**src/rtl/bmdma_regport_pkg.sv**
```systemverilog
package bmdma_regport_pkg;
   localparam int SLOT_BYTES = 8;
   localparam int PTR_W      = 32;

   localparam logic [1:0] LANE_CMD  = 2'd0;
   localparam logic [1:0] LANE_MODE = 2'd1;
   localparam logic [1:0] LANE_STS  = 2'd2;
   localparam logic [1:0] LANE_TIM  = 2'd3;

   localparam int STS_ACT = 0;
   localparam int STS_ERR = 1;
   localparam int STS_IRQ = 2;
   localparam int STS_RW0 = 5;
   localparam int STS_RW1 = 6;

   localparam int MODE_MSK_LO = 4;

   function automatic logic [31:0] size_ones(input logic [2:0] sz);
      case (sz)
         3'd1:    size_ones = 32'h0000_00FF;
         3'd2:    size_ones = 32'h0000_FFFF;
         default: size_ones = 32'hFFFF_FFFF;
      endcase
   endfunction
endpackage

```
**src/rtl/bmdma_acc_decode.sv**
```systemverilog
module bmdma_acc_decode
   import bmdma_regport_pkg::*;
#(
   parameter int NCH = 2,
   localparam int CW = (NCH > 1) ? $clog2(NCH) : 1,
   localparam int AW = CW + 3
) (
   input  logic          valid,
   input  logic [AW-1:0] addr,
   input  logic [2:0]    size,
   input  logic [31:0]   wdata,
   output logic [CW-1:0] ch,
   output logic          ctrl_ok,
   output logic          ptr_ok,
   output logic [1:0]    lane,
   output logic [3:0]    be,
   output logic [31:0]   wlane,
   output logic [31:0]   ones
);
   logic aligned;

   assign ch   = addr[AW-1:3];
   assign lane = addr[1:0];

   always_comb begin
      case (size)
         3'd1:    begin aligned = 1'b1;           be = 4'b0001 << lane; end
         3'd2:    begin aligned = ~addr[0];       be = 4'b0011 << lane; end
         3'd4:    begin aligned = (lane == 2'd0); be = 4'b1111;         end
         default: begin aligned = 1'b0;           be = 4'b0000;         end
      endcase
   end

   assign ctrl_ok = valid & ~addr[2] & (size == 3'd1);
   assign ptr_ok  = valid &  addr[2] & aligned;
   assign wlane   = wdata << {lane, 3'b000};
   assign ones    = size_ones(size);
endmodule

```
**src/rtl/bmdma_chan_regs.sv**
```systemverilog
module bmdma_chan_regs
   import bmdma_regport_pkg::*;
(
   input  logic             clk,
   input  logic             rst_n,
   input  logic             cmd_we,
   input  logic             sts_we,
   input  logic             tim_we,
   input  logic [3:0]       ptr_be,
   input  logic [7:0]       wbyte,
   input  logic [31:0]      wword,
   input  logic             eng_active,
   input  logic             eng_err,
   input  logic             eng_irq,
   output logic [7:0]       cmd_q,
   output logic [7:0]       sts_q,
   output logic [7:0]       tim_q,
   output logic [PTR_W-1:0] ptr_q
);
   logic       err_r, irq_r;
   logic [1:0] rw_r;

   always_ff @(posedge clk or negedge rst_n) begin
      if (!rst_n) begin
         cmd_q <= '0;
         tim_q <= '0;
         rw_r  <= '0;
         err_r <= 1'b0;
         irq_r <= 1'b0;
      end else begin
         if (cmd_we) cmd_q <= wbyte;
         if (tim_we) tim_q <= wbyte;
         if (sts_we) rw_r <= {wbyte[STS_RW1], wbyte[STS_RW0]};
         if (eng_err)                      err_r <= 1'b1;
         else if (sts_we && wbyte[STS_ERR]) err_r <= 1'b0;
         if (eng_irq)                      irq_r <= 1'b1;
         else if (sts_we && wbyte[STS_IRQ]) irq_r <= 1'b0;
      end
   end

   always_comb begin
      sts_q          = '0;
      sts_q[STS_ACT] = eng_active;
      sts_q[STS_ERR] = err_r;
      sts_q[STS_IRQ] = irq_r;
      sts_q[STS_RW0] = rw_r[0];
      sts_q[STS_RW1] = rw_r[1];
   end

   for (genvar b = 0; b < 4; b++) begin : g_lane
      localparam logic [7:0] KEEP = (b == 0) ? 8'hFC : 8'hFF;
      always_ff @(posedge clk or negedge rst_n) begin
         if (!rst_n)         ptr_q[8*b +: 8] <= '0;
         else if (ptr_be[b]) ptr_q[8*b +: 8] <= wword[8*b +: 8] & KEEP;
      end
   end

   assert_err_set_R8: assert property (@(posedge clk) disable iff (!rst_n)
      eng_err |=> sts_q[STS_ERR]);
   assert_irq_set_R8: assert property (@(posedge clk) disable iff (!rst_n)
      eng_irq |=> sts_q[STS_IRQ]);
   assert_tim_hold_R9: assert property (@(posedge clk) disable iff (!rst_n)
      !tim_we |=> $stable(tim_q));
   assert_ptr_hold_R10: assert property (@(posedge clk) disable iff (!rst_n)
      (ptr_be == 4'b0000) |=> $stable(ptr_q));
endmodule

```
**src/rtl/bmdma_regport.sv**
```systemverilog
module bmdma_regport
   import bmdma_regport_pkg::*;
#(
   parameter int NCH = 2,
   localparam int CW = (NCH > 1) ? $clog2(NCH) : 1,
   localparam int AW = CW + 3
) (
   input  logic               clk,
   input  logic               rst_n,
   input  logic               acc_valid,
   input  logic               acc_write,
   input  logic [AW-1:0]      acc_addr,
   input  logic [2:0]         acc_size,
   input  logic [31:0]        acc_wdata,
   output logic               rsp_valid,
   output logic [31:0]        rsp_data,
   output logic               cmd_wr_o,
   output logic [CW-1:0]      cmd_ch_o,
   output logic [7:0]         cmd_data_o,
   input  logic [NCH-1:0]     eng_active_i,
   input  logic [NCH-1:0]     eng_err_i,
   input  logic [NCH-1:0]     eng_irq_i,
   input  logic [7:0]         mode_ext_i,
   output logic [1:0]         mode_mask_o,
   output logic               mode_wr_o,
   output logic [NCH*32-1:0]  desc_ptr_o
);
   if (NCH < 2 || (NCH & (NCH - 1)) != 0) begin : g_bad_nch
      $error("bmdma_regport: NCH must be a power of two, at least 2");
   end

   logic [CW-1:0] dec_ch;
   logic          ctrl_ok, ptr_ok;
   logic [1:0]    lane;
   logic [3:0]    be;
   logic [31:0]   wlane, ones;

   bmdma_acc_decode #(.NCH(NCH)) u_dec (
      .valid(acc_valid), .addr(acc_addr), .size(acc_size), .wdata(acc_wdata),
      .ch(dec_ch), .ctrl_ok(ctrl_ok), .ptr_ok(ptr_ok), .lane(lane), .be(be),
      .wlane(wlane), .ones(ones)
   );

   logic acc_wr, acc_rd, mode_we;
   assign acc_wr  = acc_valid &  acc_write;
   assign acc_rd  = acc_valid & ~acc_write;
   assign mode_we = acc_wr & ctrl_ok & (lane == LANE_MODE);

   logic [7:0]     cmd_a [NCH];
   logic [7:0]     sts_a [NCH];
   logic [7:0]     tim_a [NCH];
   logic [31:0]    ptr_a [NCH];
   logic [NCH-1:0] cmd_we;

   for (genvar c = 0; c < NCH; c++) begin : g_ch
      logic sel;
      assign sel       = (dec_ch == CW'(c));
      assign cmd_we[c] = acc_wr & ctrl_ok & sel & (lane == LANE_CMD);

      bmdma_chan_regs u_regs (
         .clk(clk), .rst_n(rst_n),
         .cmd_we(cmd_we[c]),
         .sts_we(acc_wr & ctrl_ok & sel & (lane == LANE_STS)),
         .tim_we(acc_wr & ctrl_ok & sel & (lane == LANE_TIM)),
         .ptr_be((acc_wr & ptr_ok & sel) ? be : 4'b0000),
         .wbyte(acc_wdata[7:0]), .wword(wlane),
         .eng_active(eng_active_i[c]), .eng_err(eng_err_i[c]), .eng_irq(eng_irq_i[c]),
         .cmd_q(cmd_a[c]), .sts_q(sts_a[c]), .tim_q(tim_a[c]), .ptr_q(ptr_a[c])
      );
      assign desc_ptr_o[32*c +: 32] = ptr_a[c];
   end

   logic [7:0]  mode_view;
   logic [31:0] rd_word;

   always_comb begin
      mode_view = mode_ext_i;
      mode_view[MODE_MSK_LO +: 2] = mode_mask_o;
   end

   always_comb begin
      rd_word = ones;
      if (ctrl_ok) begin
         case (lane)
            LANE_CMD:  rd_word = {24'd0, cmd_a[dec_ch]};
            LANE_MODE: rd_word = {24'd0, mode_view};
            LANE_STS:  rd_word = {24'd0, sts_a[dec_ch]};
            default:   rd_word = {24'd0, tim_a[dec_ch]};
         endcase
      end else if (ptr_ok) begin
         rd_word = (ptr_a[dec_ch] >> {lane, 3'b000}) & ones;
      end
   end

   always_ff @(posedge clk or negedge rst_n) begin
      if (!rst_n) begin
         rsp_valid   <= 1'b0;
         rsp_data    <= '0;
         cmd_wr_o    <= 1'b0;
         cmd_ch_o    <= '0;
         cmd_data_o  <= '0;
         mode_mask_o <= '0;
         mode_wr_o   <= 1'b0;
      end else begin
         rsp_valid <= acc_rd;
         rsp_data  <= acc_rd ? rd_word : 32'd0;
         cmd_wr_o  <= |cmd_we;
         if (|cmd_we) begin
            cmd_ch_o   <= dec_ch;
            cmd_data_o <= acc_wdata[7:0];
         end
         mode_wr_o <= mode_we;
         if (mode_we) mode_mask_o <= acc_wdata[MODE_MSK_LO +: 2];
      end
   end

   assert_rsp_src_R11: assert property (@(posedge clk) disable iff (!rst_n)
      rsp_valid |-> $past(acc_valid && !acc_write));
   assert_cmd_src_R4: assert property (@(posedge clk) disable iff (!rst_n)
      cmd_wr_o |-> $past(acc_valid && acc_write && acc_size == 3'd1 &&
                         acc_addr[2:0] == 3'd0));
   assert_mask_hold_R5: assert property (@(posedge clk) disable iff (!rst_n)
      !mode_we |=> $stable(mode_mask_o));
   assert_wide_quiet_R3: assert property (@(posedge clk) disable iff (!rst_n)
      (acc_valid && acc_write && acc_size != 3'd1 && !acc_addr[2])
         |=> (!cmd_wr_o && !mode_wr_o));
endmodule

```
**config.mk**
```make
export PLATFORM = sky130hd
export DESIGN_NAME = bmdma_regport
export DESIGN_NICKNAME = d
export VERILOG_FILES = /design/src/rtl/bmdma_regport_pkg.sv /design/src/rtl/bmdma_acc_decode.sv /design/src/rtl/bmdma_chan_regs.sv /design/src/rtl/bmdma_regport.sv
export SDC_FILE = /design/constraint.sdc
export NUM_CORES = 1
export LEC_CHECK = 0
export ABC_AREA = 1
export BUFFER_PORTS_ARGS = -buffer_cell sky130_fd_sc_hd__buf_2
export CORE_MARGIN = 5
export CORE_UTILIZATION = 35
export DETAILED_ROUTE_END_ITERATION = 6
export GPL_TIMING_DRIVEN = 0
export PLACE_DENSITY = 0.61
export REMOVE_ABC_BUFFERS = 1
export SLEW_MARGIN = 5
export SYNTH_ARGS = -nofsm -noshare
export SYNTH_HDL_FRONTEND = slang
export SYNTH_SLANG_ARGS = --single-unit
export TNS_END_PERCENT = 20
```
**constraint.sdc**
```tcl
create_clock -name clk -period 1.3 [get_ports clk]
set_input_delay 0.065 -clock clk [delete_from_list [all_inputs] [get_ports clk]]
set_output_delay 0.065 -clock clk [all_outputs]
set_load 0.03 [all_outputs]
```
==> flow_summary.json, run 1 <==
{
  "synth-seq-cells": 146,
  "ant_nets": 0,
  "required_ps": 1610,
  "cts_buffer_depth": 2,
  "via_count": 7513,
  "die_h_um": 160.2,
  "numClockSinks": 146,
  "grt_pass1_vias": 7257,
  "dp_hpwl_mm": 18.16,
  "pwr-share-clk_pct": 42.4,
  "drt_iter0_drc": 713,
  "fillers": 2294,
  "die_area_um2": 25660,
  "yosys.area_share.xor_xnor_pct": 0,
  "fin_ws_ps": -28.60,
  "report.final.setup_viol": 2,
  "gr-usage-met2_pct": 34.03,
  "via_per_inst": 5.139,
  "drcViolationCount": 0,
  "cts_tree": "yes",
  "htree_levels": 4,
  "cts_root_buf": "clkbuf_16",
  "grt.met1_usage_pct": 28.89,
  "met3_usage_pct": 5.135,
  "yosys_warnings": 0,
  "dr.pass1.iters": 6,
  "drv_slew": 0,
  "worst-setup-path-type": "reg2reg",
  "rows": 55,
  "relSlewSlack_pct": 55.67,
  "ioPinCount": 167,
  "grt_max_degree": 86,
  "antenna_found_initial": 3,
  "synth_fa_ha_area_share_pct": 0,
  "ir_drop_mv": 0.7247,
  "placed_cells": 1395,
  "switching_power_mw": 3.628,
  "power_frac_comb_pct": 16.8,
  "final_nets": 1221,
  "crit_path_end_kind": "flop",
  "syn-cell-area_um2": 7896,
  "total_power_mw": 12.04,
  "syn_area_per_cell_um2": 7.873,
  "cts_buffers": 17,
  "violations": "negative setup slack",
  "worst_ep_arrival_time_ps": 1630,
  "drt_wl_total_mm": 27.87,
  "wl_per_cell_um": 19.06,
  "hold_violations": 0,
  "setup.worst_path.start_class": "flop",
  "drv_cap": 0,
  "fin_crit_ps": 1329,
  "clk_pin_slew_ps": 60,
  "max_slew.worst_pin.slew_ps": 663.3,
  "synth_compound_area_share_pct": 20.44,
  "coreArea_um2": 22430,
  "rsz0062_at_grt": "yes",
  "yosys.area_share.simple_pct": 22.98,
  "status": "finished with violations",
  "intPower_mw": 8.414,
  "start_util_pct": 35.20,
  "grt_pass1_wl_mm": 42.83,
  "leakagePower_nw": 4.980,
  "synth.yosys.seq_area_share_pct": 46.27,
  "syn2layout_area_growth_pct": 26.32,
  "synth_top_family_by_area": "simple AND/OR/NAND/NOR gates",
  "post-route-util_pct": 44.46,
  "switching_share_pct": 30.13,
  "finalCritPeriodShare_pct": 102.2,
  "synth.distinct_cells": 34,
  "syn_inst": 1003,
  "hold-worst-slack_ps": 47.53,
  "gp_congestion": 0.8195,
  "io_buffers": 160,
  "grt-ovfl-total": 0,
  "diodes": 0,
  "skew_ps": 10.08,
  "die_w_um": 160.2,
  "clock_latency_ps": 440,
  "drive_above_1_share_pct": 26.51,
  "place_ws_ps": -1875,
  "fin_cells": 1462,
  "muxShareOfSynthArea_pct": 0,
  "busiest_layer": "met2",
  "worstPathMaxFanout": 3,
  "fmax_mhz": 752.7,
  "p_seq_share_pct": 40.7,
  "hold_path_class": "in2reg",
  "track_usage_pct": 21.55,
  "pwr_density_cell_nw_per_um2": 1207
}
-- cells in the final DEF (no fill, tap or decap), types with 14 or more instances in the layout --
master     instances
a22oi_1           14
inv_1            116
dfrtp_1          146
nor2_1            76
clkbuf_16         17
buf_4             21
nand2_1          216
nand3_1           74
o21ai_1           21
o21ai_0          102
o21ai_2           33
buf_2            156
o21bai_1          60
-- worst max-delay path, stage by stage, from the launching register on --
cell and delay [ps]:
dfrtp_1 420, nand2_1 90, o21ai_1 110, or2_4 260
nand3_1 80, nand2_1 90, nor2_1 90, nor2_1 60
-- synth_stat cells, drive strengths merged --
cell / count / area, µm²
a21oi: 9 / 45.04
a22oi: 14 / 105.1
a31oi: 2 / 12.51
buf: 44 / 274.0
clkbuf: 17 / 63.81
clkinv: 1 / 3.750
conb: 1 / 3.750
dfrtp: 146 / 3654
inv: 125 / 469.2
nand2: 233 / 929.6
nand3: 78 / 407.9
nand4: 2 / 12.51
nor2: 89 / 391.6
nor3: 1 / 16.27
o2111ai: 1 / 8.760
o211ai: 7 / 52.55
o21ai: 157 / 890.9
o21bai: 60 / 450.4
o221ai: 2 / 17.52
o22ai: 5 / 31.28
or2: 9 / 56.30
-- layout make-up --
class	instances	area [µm²]	share of cell area (%)
sequential	146	3654	36.63
multi-input combinational	677	3645	36.54
timing repair buffer	196	1221	12.24
inverter	126	496.7	4.980
clock buffer	19	442.9	4.441
tap	285	356.6	3.575
clock inverter	13	158.9	1.593
-- what timing repair did --
| item | CTS | global route |
|---|---|---|
| pin swaps | 9 | 5 |
| setup buffers | 17 | 6 |
| hold buffers | 8 | 0 |
| setup endpoints to repair | 118 | 113 |
| cloned | 4 | 0 |
| hold endpoints to repair | 66 | 0 |
| gates resized for setup | 56 | 25 |
-- stage by stage --
| stage | TNS, ps | instance area (µm²) |
|---|---|---|
| 6_report | -33.84 | 9975 |
| 3_3_place_gp | -607900 | 8727 |
| 5_1_grt | -757.8 | 9975 |
| 3_5_place_dp | -185090 | 8851 |
| 2_1_floorplan | -36940 | 7570 |
| 4_1_cts | -54.94 | 9868 |
-- per-layer routing --
metal	up-vias	share of wire (%)	routed length, µm
li1	3565	-	-
met1	3538	43	12010
met2	347	46	12810
met3	57	7.9	2206
met4	6	2.9	808
met5	-	0.14	39
-- flip-flops by register name, summed over array words and instances (netlist names) --
register / flops
g_ch.u_regs.rw_r: 4
g_ch.u_regs.err_r: 2
mode_mask_o: 2
g_ch.u_regs.cmd_q: 16
rsp_valid: 1
cmd_wr_o: 1
mode_wr_o: 1
rsp_data: 32
g_ch.u_regs.irq_r: 2
cmd_data_o: 8
g_ch.u_regs.tim_q: 16
g_ch.u_regs.ptr_q: 60
cmd_ch_o: 1
-- logic make-up (layout without fill, tap and decap cells) --
| family | Yosys count | count (layout) |
|---|---|---|
| flops | 146 | 146 |
| simple gates | 412 | 416 |
| compound gates | 257 | 257 |
| other cells | 1 | 4 |
| buf+inv | 187 | 354 |
-- path summary, 6_finish.rpt --
kind	end	slack (ps)	start	depth (start not counted)
hold reg to reg	cmd_ch_o	470	cmd_ch_o	2
setup reg to reg	rsp_data[0]	-30	g_ch[1].u_regs.ptr_q[16]	7
hold / removal	g_ch[0].u_regs.ptr_q[16]	50	acc_wdata[16]	5
max in group asynchronous	rsp_data[6]	340	rst_n	3
min in group asynchronous	cmd_wr_o	150	rst_n	2
setup / recovery	rsp_data[0]	-30	g_ch[1].u_regs.ptr_q[16]	7
-- power groups by stage --
stage	clock network, mW	registers [mW]	logic (mW)
floorplan	0	5.33	0.730
global route	5.34	4.93	2.21
CTS	5.15	4.90	1.99
detailed placement	0	4.99	1.88
global placement	0	4.98	1.84
finish	5.11	4.91	2.03
No activity file was read; power rests on OpenSTA's default activity.
==> run 2, diff against run 1 <==
--- a/config.mk
+++ b/config.mk
@@ -5,13 +5,11 @@
 export SDC_FILE = /design/constraint.sdc
 export NUM_CORES = 1
 export LEC_CHECK = 0
-export ABC_AREA = 1
 export BUFFER_PORTS_ARGS = -buffer_cell sky130_fd_sc_hd__buf_2
-export CORE_MARGIN = 5
 export CORE_UTILIZATION = 35
 export DETAILED_ROUTE_END_ITERATION = 6
 export GPL_TIMING_DRIVEN = 0
-export PLACE_DENSITY = 0.61
+export PLACE_DENSITY = 0.62
 export REMOVE_ABC_BUFFERS = 1
 export SLEW_MARGIN = 5
 export SYNTH_ARGS = -nofsm -noshare
==> flow_summary.json, run 2 <==
{
  "wl_per_cell_um": 21.27,
  "hold_depth": 3,
  "violations": "negative setup slack",
  "grt_pass1_wl_mm": 36.29,
  "start_util_pct": 35.72,
  "syn2layout_area_growth_pct": 37.92,
  "r2r_start": "g_ch[0].u_regs.ptr_q[26]",
  "report.final.setup_viol": 104,
  "numClockSinks": 146,
  "total_power_mw": 12.13,
  "drt_wl_total_mm": 23.76,
  "grt-ovfl-total": 0,
  "muxShareOfSynthArea_pct": 24.33,
  "track_usage_pct": 22.91,
  "worst-setup-path-type": "in2reg",
  "synth.distinct_cells": 51,
  "clock_latency_ps": 420,
  "status": "finished with violations",
  "final_nets": 891,
  "clk_pin_slew_ps": 60,
  "required_ps": 1600,
  "diodes": 0,
  "ir_drop_mv": 0.8755,
  "final_cell_mix": "buf_2 (153), dfrtp_1 (146), mux2_2 (84)",
  "seqCellArea_um2": 3654,
  "synth_ff_type": "dfrtp_1",
  "reg.largest.list": "g_ch.u_regs.ptr_q x60, rsp_data x32",
  "fin_cells": 1117,
  "reg2reg_slack_ps": -140,
  "pwr_density_cell_nw_per_um2": 1212,
  "setup.worst_path.start_class": "input port",
  "rows": 52,
  "yosysTopAreaCellShare_pct": 50.38,
  "yosysMostFrequentCell": "dfrtp_1",
  "finalCritPeriodShare_pct": 115.9,
  "via_count": 5925,
  "crit_path_end_kind": "flop",
  "cts_buffers": 17,
  "multiInputGateArea_um2": 3737,
  "synth.yosys.seq_area_share_pct": 50.38,
  "die_area_um2": 21300,
  "synth-edff-count": 0,
  "r2r.worst_path.cells": 4,
  "io_buffers": 160,
  "cts_root_buf": "clkbuf_16",
  "fmax_mhz": 663.4,
  "r2r_end": "rsp_data[2]",
  "worst_ep_arrival_time_ps": 1810,
  "via_per_inst": 5.304,
  "drv_cap": 0,
  "relSlewSlack_pct": 59.95,
  "fin_ws_ps": -207.3,
  "hold_start": "acc_wdata[5]",
  "max_slew.worst_pin.slew_ps": 600.7,
  "skew_ps": 5.564,
  "leakagePower_nw": 5.090,
  "synth_top_family_by_area": "multiplexers",
  "synth_fa_ha_area_share_pct": 0,
  "fin_crit_ps": 1507,
  "hold_path_class": "in2reg",
  "yosys.area_share.simple_pct": 11.85,
  "drcViolationCount": 0,
  "drive_above_1_share_pct": 46.28,
  "ant_nets": 0,
  "hold-worst-slack_ps": 28.26,
  "top_register": "g_ch.u_regs.ptr_q",
  "yosys.area_share.xor_xnor_pct": 0.1208,
  "layout_commonest_cell": "buf_2",
  "drt_iter0_drc": 315,
  "gp_congestion": 0.7827,
  "grt_max_degree": 76,
  "largest_register_ffs": 60,
  "place_ws_ps": -1624,
  "hold_violations": 0,
  "coreArea_um2": 20300,
  "ys_async_sr_fraction_pct": 100.0,
  "worstPathMaxFanout": 8,
  "htree_levels": 4,
  "cts_tree": "yes",
  "synth.area.top_cells": "dfrtp_1 (50%), mux2_2 (18%), mux2i_1 (5.4%)",
  "die_h_um": 145.9,
  "drv_slew": 0,
  "synth_compound_area_share_pct": 10.32,
  "antenna_found_initial": 0,
  "grt_pass1_vias": 6044,
  "worstSetupStartpoint": "acc_size[1]",
  "yosysTopAreaCell": "dfrtp_1",
  "fillers": 1870,
  "cts_buffer_depth": 2,
  "whs_endpoint": "cmd_data_o[5]",
  "rsz0062_at_grt": "yes",
  "dp_hpwl_mm": 14.50,
  "synth-seq-cells": 146,
  "die_w_um": 145.9,
  "setup_tns_ps": -6620,
  "placed_cells": 1036,
  "dr.pass1.iters": 4,
  "syn-cell-area_um2": 7252,
  "synth_common_cells": "dfrtp_1 (146), mux2_2 (116), nand2_1 (70)",
  "syn_inst": 642,
  "syn_area_per_cell_um2": 11.30,
  "ioPinCount": 167,
  "yosys_warnings": 0
}
run 2: final cells by class:
type,count,share of cell area (%)
timing repair buffer,215,15.80
multi-input combinational,450,37.37
inverter,4,0.2877
sequential,146,36.53
clock inverter,8,1.726
clock buffer,24,4.916
tap,270,3.378
run 2: power breakdown:
group	internal [mW]	switching [mW]	total (mW)
sequential	4.74	0.108	4.85
clock	3.62	1.90	5.52
combinational	0.660	1.10	1.76
run 2: kinds of logic (layout without fill, tap and decap cells):
| family | after synthesis | after routing |
|---|---|---|
| AO/OA/AOI/OAI | 119 | 119 |
| XOR/XNOR | 1 | 1 |
| flip-flops | 146 | 146 |
| other | 1 | 4 |
| buffers and inverters | 49 | 251 |
| AND/OR/NAND/NOR | 168 | 168 |
| multiplexers | 158 | 158 |
run 2: layer usage:
| layer | global-route usage [%] | wire length [µm] | up-vias |
|---|---|---|---|
| li1 | - | - | 2671 |
| met1 | 30.56 | 10850 | 3034 |
| met2 | 36.89 | 11380 | 182 |
| met3 | 3.793 | 941 | 38 |
| met4 | 9.632 | 590 | 0 |
| met5 | 0 | 0 | - |
run 2: worst max-delay path by stage:
stage,to,slack [ps],depth (start not counted)
final,g_ch[0].u_regs.tim_q[7],-210,6
after global routing,g_ch[0].u_regs.tim_q[7],-200,6
after CTS,g_ch[0].u_regs.tim_q[7],-140,6
after detailed placement,g_ch[0].u_regs.ptr_q[28],-1620,7
after global placement,g_ch[0].u_regs.ptr_q[30],-4590,6
after floorplan,g_ch[0].u_regs.ptr_q[16],-1860,5
run 2: stage by stage:
step | util, % | area [µm²]
floorplan | - | 7064
global placement | 40.41 | 8203
detailed placement | 41.23 | 8369
CTS | 48.51 | 9847
global route | 49.27 | 10000
finish | 49.27 | 10000
run 2: critical path, cell delays in order:
cell and delay, ps:
buf_8 120, or3b_4 410, or3b_4 460, nor3b_4 280
buf_6 180, mux2_4 300
run 2: repair_timing:
| action | in CTS | in global routing |
|---|---|---|
| hold buffers | 12 | 0 |
| endpoints found under the setup margin | 140 | 115 |
| resized for setup | 86 | 21 |
| pin swaps | 15 | 6 |
| buffers inserted | 24 | 9 |
| hold endpoints to repair | 82 | 0 |
| gates cloned | 4 | 0 |
==> run 3, diff against run 2 <==
--- a/config.mk
+++ b/config.mk
@@ -7,6 +7,7 @@
 export LEC_CHECK = 0
 export BUFFER_PORTS_ARGS = -buffer_cell sky130_fd_sc_hd__buf_2
 export CORE_UTILIZATION = 35
+export CTS_BUF_LIST = sky130_fd_sc_hd__clkbuf_2 sky130_fd_sc_hd__clkbuf_4 sky130_fd_sc_hd__clkbuf_8
 export DETAILED_ROUTE_END_ITERATION = 6
 export GPL_TIMING_DRIVEN = 0
 export PLACE_DENSITY = 0.62
==> flow_summary.json, run 3 (synthesized netlist as in run 2, its figures left out) <==
{
  "fin_area_um2": 9819,
  "gp_congestion": 0.7827,
  "dr.pass1.iters": 5,
  "crit_path_end_kind": "flop",
  "relSlewSlack_pct": 59.69,
  "layout_commonest_cell": "buf_2",
  "die_area_um2": 21300,
  "skew_ps": 8.541,
  "hold-worst-slack_ps": 37.00,
  "worst_ep_arrival_time_ps": 1800,
  "switching_power_mw": 2.927,
  "fillers": 1893,
  "max_slew.worst_pin.slew_ps": 604.6,
  "fin_ws_ps": -166.1,
  "report.final.setup_viol": 68,
  "via_count": 5913,
  "violations": "negative setup slack",
  "largest_register_ffs": 60,
  "drv_cap": 0,
  "placed_cells": 1036,
  "crit_path_frequent_cell": "or3b_4",
  "grt_max_degree": 76,
  "cts_root_buf": "clkbuf_8",
  "rows": 52,
  "top_register": "g_ch.u_regs.ptr_q",
  "worst-setup-path-type": "in2reg",
  "syn2layout_area_growth_pct": 35.40,
  "r2r.worst_path.cells": 4,
  "ant_nets": 0,
  "dpl_cell_area_um2": 8369,
  "pwr-share-clk_pct": 39.4,
  "setup.worst_path.start_class": "input port",
  "track_usage_pct": 22.78,
  "wl_per_cell_um": 21.05,
  "leakagePower_nw": 5.013,
  "final_nets": 892,
  "diodes": 0,
  "hold_path_class": "in2reg",
  "dp_hpwl_mm": 14.50,
  "drt_iter0_drc": 311,
  "cts_buffers": 17,
  "clk_pin_slew_ps": 80,
  "worstPathMaxFanout": 8,
  "ir_drop_mv": 0.5864,
  "htree_levels": 4,
  "grt-ovfl-total": 0,
  "start_util_pct": 35.72,
  "drive_above_1_share_pct": 46.23,
  "fin_cells": 1118,
  "via_per_inst": 5.289,
  "total_power_mw": 10.90,
  "crit_path_max_incr_delay_ps": 470,
  "cts_buffer_depth": 2,
  "rsz0062_at_grt": "yes",
  "die_w_um": 145.9,
  "p_seq_share_pct": 44.4,
  "drt_wl_total_mm": 23.53,
  "cts_tree": "yes",
  "coreArea_um2": 20300,
  "required_ps": 1630,
  "clock_latency_ps": 450,
  "die_h_um": 145.9,
  "hold_violations": 0,
  "power_frac_comb_pct": 16.2,
  "reg.largest.list": "g_ch.u_regs.ptr_q x60, rsp_data x32",
  "pwr_density_cell_nw_per_um2": 1110,
  "switching_share_pct": 26.86,
  "fmax_mhz": 682.1,
  "drv_slew": 0,
  "io_buffers": 160,
  "finalCritPeriodShare_pct": 112.8,
  "drcViolationCount": 0,
  "ioPinCount": 167,
  "antenna_found_initial": 0,
  "numClockSinks": 146,
  "fin_crit_ps": 1466,
  "intPower_mw": 7.971,
  "status": "finished with violations",
  "grt_pass1_wl_mm": 36.09,
  "final_cell_mix": "buf_2 (153), dfrtp_1 (146), mux2_2 (90)",
  "slowest_stage": "or3b_4",
  "path_cells": "buf_12 > or3b_4 > or3b_4 > nor3b_4 > buf_6 > mux2_4",
  "grt_pass1_vias": 6053,
  "hold_depth": 4
}
[run 3: changes by cell type in the layout (fill, tap and decap cells not counted), sizes merged]
cell	change
clkinv	-1
dlygate4sd3	+3
buf	-2
inv	+1
[run 3: area by class of cell]
| type | instances | area [µm²] | area share [%] |
|---|---|---|---|
| clock buffer | 24 | 311.5 | 3.173 |
| clock inverter | 8 | 172.7 | 1.758 |
| inverter | 4 | 26.28 | 0.2676 |
| multi-input combinational | 450 | 3705 | 37.73 |
| sequential | 146 | 3654 | 37.21 |
| tap | 270 | 337.8 | 3.440 |
| timing repair buffer | 216 | 1613 | 16.42 |
[run 3: per-layer routing]
layer / track usage, % / share of wire, % / up-vias / wire [µm]
li1: - / - / 2671 / -
met1: 30.41 / 45 / 2998 / 10610
met2: 37.20 / 48 / 203 / 11300
met3: 3.354 / 4.4 / 41 / 1028
met4: 9.053 / 2.5 / 0 / 589
met5: 0 / 0 / - / 0
[run 3: power groups by stage]
stage,Sequential (mW),Combinational [mW],Clock [mW]
4_1_cts,4.84,1.74,4.39
6_report,4.84,1.77,4.29
3_5_place_dp,4.93,1.52,0
2_1_floorplan,5.21,0.520,0
5_1_grt,4.87,1.89,4.58
3_3_place_gp,4.93,1.47,0
[run 3: final timing paths]
kind	from	end	slack (ps)
setup / recovery	acc_size[1]	g_ch[0].u_regs.tim_q[7]	-170
hold / removal	acc_wdata[14]	g_ch[1].u_regs.ptr_q[22]	40
setup reg to reg	g_ch[1].u_regs.ptr_q[26]	rsp_data[2]	-140
hold reg to reg	cmd_data_o[7]	cmd_data_o[7]	470
max in group asynchronous	rst_n	g_ch[0].u_regs.ptr_q[31]	380
min in group asynchronous	rst_n	g_ch[0].u_regs.cmd_q[1]	160
[run 3: through the flow]
step                util, %  setup WS, ps  setup TNS (ps)
finish                48.37        -166.1           -4264
global route          48.37        -183.1           -6168
CTS                   47.78        -97.48           -1704
detailed placement    41.23         -1624         -155000
global placement      40.41         -4587         -725290
floorplan                 -         -1857         -137290
[run 3: worst max-delay path, delay by kind of cell]
family	cells	cell delay, ps
simple gates	3	1140
mux	1	300
buf+inv	2	290
[run 3: repair_timing]
| action | in CTS | in global routing |
|---|---|---|
| gates resized for setup | 80 | 21 |
| setup endpoints to repair | 137 | 107 |
| buffers inserted | 26 | 5 |
| hold endpoints to repair | 86 | 0 |
| cloned | 4 | 0 |
| hold buffers | 15 | 0 |
| pin swaps | 15 | 12 |
